<file path="src/rtl/pll_mode_pkg.sv">
package pll_mode_pkg;
  localparam int DATA_W   = 32;
  localparam int BYPDIV_W = 2;
  localparam int MULT_W   = 11;
  localparam int PREDIV_W = 7;
  localparam int POSTDV_W = 5;
  localparam int LWAIT_W  = 8;
  localparam int CODE_W   = 3;

  localparam int BYPDIV_LSB = 19;
  localparam int MULT_LSB   = 8;
  localparam int PREDIV_LSB = 0;
  localparam int POSTDV_LSB = 0;
  localparam int LWAIT_LSB  = 8;

  localparam logic [1:0] A_ENABLE = 2'd0;
  localparam logic [1:0] A_AUTOID = 2'd1;
  localparam logic [1:0] A_CFG1   = 2'd2;
  localparam logic [1:0] A_CFG2   = 2'd3;

  localparam logic [CODE_W-1:0] EN_LOCK   = 3'h7;
  localparam logic [CODE_W-1:0] EN_BYPASS = 3'h5;
  localparam logic [CODE_W-1:0] AI_ON     = 3'h1;

  typedef enum logic [1:0] {
    ST_STOP   = 2'd0,
    ST_BYPASS = 2'd1,
    ST_RELOCK = 2'd2,
    ST_LOCKED = 2'd3
  } pll_state_e;

  typedef struct packed {
    logic [BYPDIV_W-1:0] byp_div;
    logic [MULT_W-1:0]   mult;
    logic [PREDIV_W-1:0] prediv;
    logic [POSTDV_W-1:0] postdiv;
    logic [LWAIT_W-1:0]  lock_wait;
    logic [CODE_W-1:0]   en_code;
    logic [CODE_W-1:0]   ai_code;
  } pll_cfg_t;
endpackage

</file>
<file path="src/rtl/pll_cfg_regs.sv">
module pll_cfg_regs
  import pll_mode_pkg::*;
(
  input  logic              clk_i,
  input  logic              rst_ni,
  input  logic              wr_en_i,
  input  logic [1:0]        wr_addr_i,
  input  logic [DATA_W-1:0] wr_data_i,
  output pll_cfg_t          cfg_o,
  output logic              retune_o
);
  pll_cfg_t cfg_q;

  logic [BYPDIV_W-1:0] new_byp;
  logic [MULT_W-1:0]   new_mult;
  logic [PREDIV_W-1:0] new_prediv;
  logic [POSTDV_W-1:0] new_postdiv;
  logic [LWAIT_W-1:0]  new_lwait;
  logic [CODE_W-1:0]   new_code;

  assign new_byp     = wr_data_i[BYPDIV_LSB +: BYPDIV_W];
  assign new_mult    = wr_data_i[MULT_LSB +: MULT_W];
  assign new_prediv  = wr_data_i[PREDIV_LSB +: PREDIV_W];
  assign new_postdiv = wr_data_i[POSTDV_LSB +: POSTDV_W];
  assign new_lwait   = wr_data_i[LWAIT_LSB +: LWAIT_W];
  assign new_code    = wr_data_i[CODE_W-1:0];

  always_ff @(posedge clk_i or negedge rst_ni) begin
    if (!rst_ni) begin
      cfg_q <= '0;
    end else if (wr_en_i) begin
      unique case (wr_addr_i)
        A_ENABLE: cfg_q.en_code <= new_code;
        A_AUTOID: cfg_q.ai_code <= new_code;
        A_CFG1: begin
          cfg_q.byp_div <= new_byp;
          cfg_q.mult    <= new_mult;
          cfg_q.prediv  <= new_prediv;
        end
        A_CFG2: begin
          cfg_q.postdiv   <= new_postdiv;
          cfg_q.lock_wait <= new_lwait;
        end
        default: ;
      endcase
    end
  end

  // only frequency-setting fields force a relock
  always_comb begin
    retune_o = 1'b0;
    if (wr_en_i) begin
      if (wr_addr_i == A_CFG1)
        retune_o = (new_mult != cfg_q.mult) || (new_prediv != cfg_q.prediv);
      else if (wr_addr_i == A_CFG2)
        retune_o = (new_postdiv != cfg_q.postdiv);
    end
  end

  assign cfg_o = cfg_q;
endmodule

</file>
<file path="src/rtl/pll_lock_timer.sv">
module pll_lock_timer #(
  parameter int CNT_W = 8
) (
  input  logic             clk_i,
  input  logic             rst_ni,
  input  logic             clear_i,
  input  logic [CNT_W-1:0] limit_i,
  output logic             done_o
);
  localparam logic [CNT_W-1:0] CNT_MAX = '1;

  logic [CNT_W-1:0] cnt_q;

  always_ff @(posedge clk_i or negedge rst_ni) begin
    if (!rst_ni)               cnt_q <= '0;
    else if (clear_i)          cnt_q <= '0;
    else if (cnt_q != CNT_MAX) cnt_q <= cnt_q + 1'b1;
  end

  assign done_o = (cnt_q == limit_i);
endmodule

</file>
<file path="src/rtl/pll_mode_fsm.sv">
module pll_mode_fsm
  import pll_mode_pkg::*;
(
  input  logic              clk_i,
  input  logic              rst_ni,
  input  logic [CODE_W-1:0] en_code_i,
  input  logic [CODE_W-1:0] ai_code_i,
  input  logic              idle_i,
  input  logic              retune_i,
  input  logic              lock_done_i,
  output pll_state_e        state_o,
  output logic              timer_clr_o,
  output logic              lock_req_o
);
  pll_state_e state_q, state_d;
  logic       lock_req_q;
  logic       idle_stop, want_lock, want_byp, start_relock;

  assign idle_stop = (ai_code_i == AI_ON) && idle_i;
  assign want_lock = (en_code_i == EN_LOCK);
  assign want_byp  = (en_code_i == EN_BYPASS);

  always_comb begin
    state_d = state_q;
    if (idle_stop || !(want_lock || want_byp)) begin
      state_d = ST_STOP;
    end else if (want_byp) begin
      state_d = ST_BYPASS;
    end else begin
      unique case (state_q)
        ST_STOP, ST_BYPASS: state_d = ST_RELOCK;
        ST_RELOCK:          state_d = (!retune_i && lock_done_i) ? ST_LOCKED : ST_RELOCK;
        ST_LOCKED:          state_d = retune_i ? ST_RELOCK : ST_LOCKED;
        default:            state_d = ST_STOP;
      endcase
    end
  end

  assign start_relock = (state_d == ST_RELOCK) && ((state_q != ST_RELOCK) || retune_i);

  always_ff @(posedge clk_i or negedge rst_ni) begin
    if (!rst_ni) begin
      state_q    <= ST_STOP;
      lock_req_q <= 1'b0;
    end else begin
      state_q    <= state_d;
      lock_req_q <= start_relock;
    end
  end

  // timer counts from zero in the first relock cycle
  assign timer_clr_o = (state_q != ST_RELOCK) || retune_i;
  assign state_o     = state_q;
  assign lock_req_o  = lock_req_q;
endmodule

</file>
<file path="src/rtl/pll_mode_ctrl.sv">
module pll_mode_ctrl
  import pll_mode_pkg::*;
(
  input  logic                clk_i,
  input  logic                rst_ni,
  input  logic                wr_en_i,
  input  logic [1:0]          wr_addr_i,
  input  logic [DATA_W-1:0]   wr_data_i,
  input  logic                idle_i,
  output logic                lock_req_o,
  output logic                bypass_sel_o,
  output logic                clk_en_o,
  output logic                locked_o,
  output logic [1:0]          state_o,
  output logic [BYPDIV_W-1:0] byp_div_o,
  output logic [MULT_W-1:0]   mult_o,
  output logic [PREDIV_W-1:0] prediv_o,
  output logic [POSTDV_W-1:0] postdiv_o
);
  pll_cfg_t          cfg;
  logic              retune, lock_done, timer_clr;
  pll_state_e        state;
  logic [CODE_W-1:0] en_code, ai_code;

  pll_cfg_regs i_regs (
    .clk_i     (clk_i),
    .rst_ni    (rst_ni),
    .wr_en_i   (wr_en_i),
    .wr_addr_i (wr_addr_i),
    .wr_data_i (wr_data_i),
    .cfg_o     (cfg),
    .retune_o  (retune)
  );

  assign en_code = cfg.en_code;
  assign ai_code = cfg.ai_code;

  pll_mode_fsm i_fsm (
    .clk_i       (clk_i),
    .rst_ni      (rst_ni),
    .en_code_i   (en_code),
    .ai_code_i   (ai_code),
    .idle_i      (idle_i),
    .retune_i    (retune),
    .lock_done_i (lock_done),
    .state_o     (state),
    .timer_clr_o (timer_clr),
    .lock_req_o  (lock_req_o)
  );

  pll_lock_timer #(.CNT_W(LWAIT_W)) i_timer (
    .clk_i   (clk_i),
    .rst_ni  (rst_ni),
    .clear_i (timer_clr),
    .limit_i (cfg.lock_wait),
    .done_o  (lock_done)
  );

  assign state_o      = state;
  assign clk_en_o     = (state != ST_STOP);
  assign bypass_sel_o = (state == ST_BYPASS) || (state == ST_RELOCK);
  assign locked_o     = (state == ST_LOCKED);
  assign byp_div_o    = cfg.byp_div;
  assign mult_o       = cfg.mult;
  assign prediv_o     = cfg.prediv;
  assign postdiv_o    = cfg.postdiv;
endmodule

</file>
<file path="config.mk">
export PLATFORM = sky130hd
export DESIGN_NAME = pll_mode_ctrl
export DESIGN_NICKNAME = d
export VERILOG_FILES = /design/src/rtl/pll_mode_pkg.sv /design/src/rtl/pll_cfg_regs.sv /design/src/rtl/pll_lock_timer.sv /design/src/rtl/pll_mode_fsm.sv /design/src/rtl/pll_mode_ctrl.sv
export SDC_FILE = /design/constraint.sdc
export NUM_CORES = 1
export LEC_CHECK = 0
export ABC_AREA = 1
export BUFFER_PORTS_ARGS = -buffer_cell sky130_fd_sc_hd__buf_2
export CAP_MARGIN = 20
export CORE_ASPECT_RATIO = 1.4
export CORE_MARGIN = 4
export CORE_UTILIZATION = 30
export CTS_CLUSTER_DIAMETER = 60
export DETAILED_ROUTE_END_ITERATION = 8
export GPL_TIMING_DRIVEN = 0
export PLACE_DENSITY_LB_ADDON = 0.25
export SYNTH_ARGS = -nofsm -noshare
export SYNTH_HDL_FRONTEND = slang
export SYNTH_HIERARCHICAL = 1
export SYNTH_SLANG_ARGS = --single-unit
</file>
<file path="constraint.sdc">
create_clock -name clk_i -period 1.9 [get_ports clk_i]
set_input_delay 0.285 -clock clk_i [delete_from_list [all_inputs] [get_ports clk_i]]
set_output_delay 0.285 -clock clk_i [all_outputs]
set_load 0.05 [all_outputs]
</file>
==> flow_metrics.py <==
metrics = {
    "status": {
        "outcome": "finished, violations left",
        "violations": "setup timing",
    },
    "global_routing": {
        "grt_use_total_pct": 12.1,
        "grt_pass1_wl_um": 10300,
        "first_global_vias": 2259,
        "grt_overflow": 0,
        "antenna_found_initial": 0,
        "grt_start_max_net_pins": 34,
    },
    "synthesis": {
        "netlist_area_um2": 2690,
        "synth_seq_cells": 50,
        "syn_avg_cell_area_um2": 7.95,
        "syn-num-nets": 379,
        "yosys_warnings": 6,
        "synth_cell_types": 25,
        "synth_cells": 338,
        "synth_top_area_share_pct": 46.6,
        "yosys.area.top_type": "dfrtp_1",
        "synthTopCellsByArea": "dfrtp_1, nand2_1, inv_1",
        "seq_area_frac_synth_pct": 46.6,
    },
    "critical_path": {
        "path_cells": "xor2_1 > nor2_1 > nand2_1 > nor2_2 > nand2_1 > nand2_1 > nand2_1 > inv_2 > nand2_2 > or2_1 > inv_2 > nand3_4 > nand3_2 > nand2_1",
        "critPathCaptureType": "flop",
        "critPathMaxStageDelay_ps": 410,
        "path_class": "reg -> reg",
        "cp_common_cell": "nand2_1",
        "cp_max_fo": 7,
        "cp.required_ps": 2070,
        "crit_slowest_cell": "dfrtp_2",
        "worstSetupStartpointType": "flop",
        "critPathArrivalTime_ps": 2090,
    },
    "route": {
        "dr.pass1.iters": 4,
        "drc": 0,
        "routedWlPerCell_um": 11.8,
        "antenna_left": 0,
        "vias_per_cell": 4.39,
        "first_iter_violations": 87,
        "finalWirelength_um": 6100,
        "vias": 2268,
    },
    "sta": {
        "finalSetupViolCount": 2,
        "worst_clock_skew_ps": 9.00,
        "fmax_ghz": 0.522,
        "rsz0062_at_grt": "yes",
        "min_period_ps": 1920,
        "finalWorstSetupSlack_ps": -16.2,
        "maxSlewHeadroom_pct": 70.6,
        "drv_slew": 0,
        "fin_crit_sh_pct": 101,
        "hold_viol_final": 0,
        "worstMarginPinSlew_ps": 442,
        "hold-worst-slack_ps": 192,
    },
    "clock_network": {
        "insertion_delay_ps": 290,
        "clk_pin_slew_worst_paths_ps": 70,
        "cts.sinks": 50,
        "cts_buffer_depth": 2,
        "cts_root_buffer": "clkbuf_16",
        "numCtsBuffers": 5,
        "h-tree-depth": 2,
        "cts_tree": "yes",
    },
    "placement": {
        "dp_slack_ps": -118,
        "portBuffers": 56,
        "placed_area_um2": 3140,
        "gp_congestion": 0.768,
        "place_hpwl_um": 4630,
    },
    "job": {
        "maxCapViolCount": 0,
    },
    "die": {
        "fp.coreArea_um2": 8660,
        "fp.dieH_um": 120,
        "io_pins": 69,
        "die_x_um": 88.0,
        "rows": 40,
        "die-area_um2": 10600,
        "floorplan.initialDensity_pct": 31.0,
    },
    "finish": {
        "final_area_um2": 3410,
        "nets": 452,
        "area_growth_pct": 26.9,
        "drive_gt1_share_pct": 34.5,
        "antenna_cells": 0,
    },
    "power": {
        "powerDensity_nw_per_um2": 956,
        "peakVddDrop_mv": 0.477,
        "leakage_nw": 1.81,
        "finalPower_mw": 3.26,
    },
    "min_path": {
        "hold_path.class": "in -> reg",
    },
}
==> registers in the layout, indices dropped and copies added (netlist names) <==
name / flops
i_regs/cfg_o: 39
i_timer/cnt_q: 8
i_fsm/state_o: 2
i_fsm/lock_req_o: 1
==> timing repair <==
item / in CTS / in global routing
buffers inserted: 6 / 1
gates cloned: 1 / 0
hold buffers: 1 / 0
pin swaps: 8 / 13
endpoints found under the hold margin: 17 / 0
setup endpoints to repair: 8 / 9
resized for setup: 7 / 4
==> worst max-delay path: cells and delay by family, from the launching register on <==
kind | cells | cell delay (ps)
buf+inv | 2 | 150
simple gates | 11 | 1080
flops | 1 | 410
xor+xnor | 1 | 160
==> stage by stage <==
step	setup TNS [ps]	instances	util (%)
final	-26.0	517	39.4
after CTS	-56.4	516	39.2
after detailed placement	-686	500	36.3
after global placement	-666	499	36.1
after global routing	-1200	517	39.4
after floorplan	0	338	-
==> synth_stat cells (all sizes together) <==
cell / number
a21oi: 3
buf: 6
dfrtp: 50
ha: 3
inv: 50
nand2: 123
nand3: 11
nand4: 3
nor2: 31
nor3: 3
o21ai: 36
or2: 1
xnor2: 3
xor2: 15
==> worst paths after layout <==
check / startpoint / end / slack (ps) / cells after the start
worst min-delay path: wr_data_i[20] / i_regs/cfg_o[38] / 190 / 3
worst min register to register: i_regs/cfg_o[0] / i_regs/cfg_o[0] / 480 / 2
worst max-delay path: i_regs/cfg_o[31] / i_timer/cnt_q[1] / -20 / 14
min in group asynchronous: rst_ni / i_regs/cfg_o[14] / 480 / 2
worst max register to register: i_regs/cfg_o[31] / i_timer/cnt_q[1] / -20 / 14
max in group asynchronous: rst_ni / i_regs/cfg_o[36] / 880 / 3
==> where the power goes <==
part / internal, mW / total (mW) / switching (mW)
Sequential: 1.22 / 1.33 / 0.110
Clock: 0.617 / 1.00 / 0.383
Combinational: 0.281 / 0.936 / 0.654
==> layout by cell type (no fill, tap or decap), types with 7 or more instances in the layout <==
cell / n
o21ai_2: 18
nand3_1: 7
o21ai_0: 18
dfrtp_2: 18
nor2_1: 26
dfrtp_1: 32
inv_2: 7
buf_2: 58
xor2_1: 15
inv_1: 43
nand2_1: 116
buf_4: 8
==> final cells by class <==
cell class	instances	area, um^2
multi-input cells	232	1230
repair buffers	66	370
well taps	105	131
fillers	896	5250
clock buffers	5	125
plain buffers	6	55.1
clock inverters	3	40.0
flip-flops and latches	50	1270
inverters	50	188
==> logic make-up (layout without fill, tap and decap cells) <==
group                    after synthesis  in the layout  share of synthesized area (%)
AND/OR/NAND/NOR                      172            172                           27.3
buffers and inverters                 56            130                           8.80
flip-flops                            50             50                           46.6
AO/OA/AOI/OAI                         39             39                           10.1
XOR/XNOR                              18             18                           5.87
adder cells (fa/ha/maj)                3              3                           1.40
==> per-layer routing <==
metal / up-vias / track usage [%] / share of wire [%]
met5: - / 0 / 0
met4: 0 / 3.65 / 1.2
met3: 6 / 2.27 / 3.5
met2: 39 / 21.7 / 53
met1: 1050 / 14.4 / 42
li1: 1173 / - / -
Note: power is estimated with default switching activity, not from simulation.
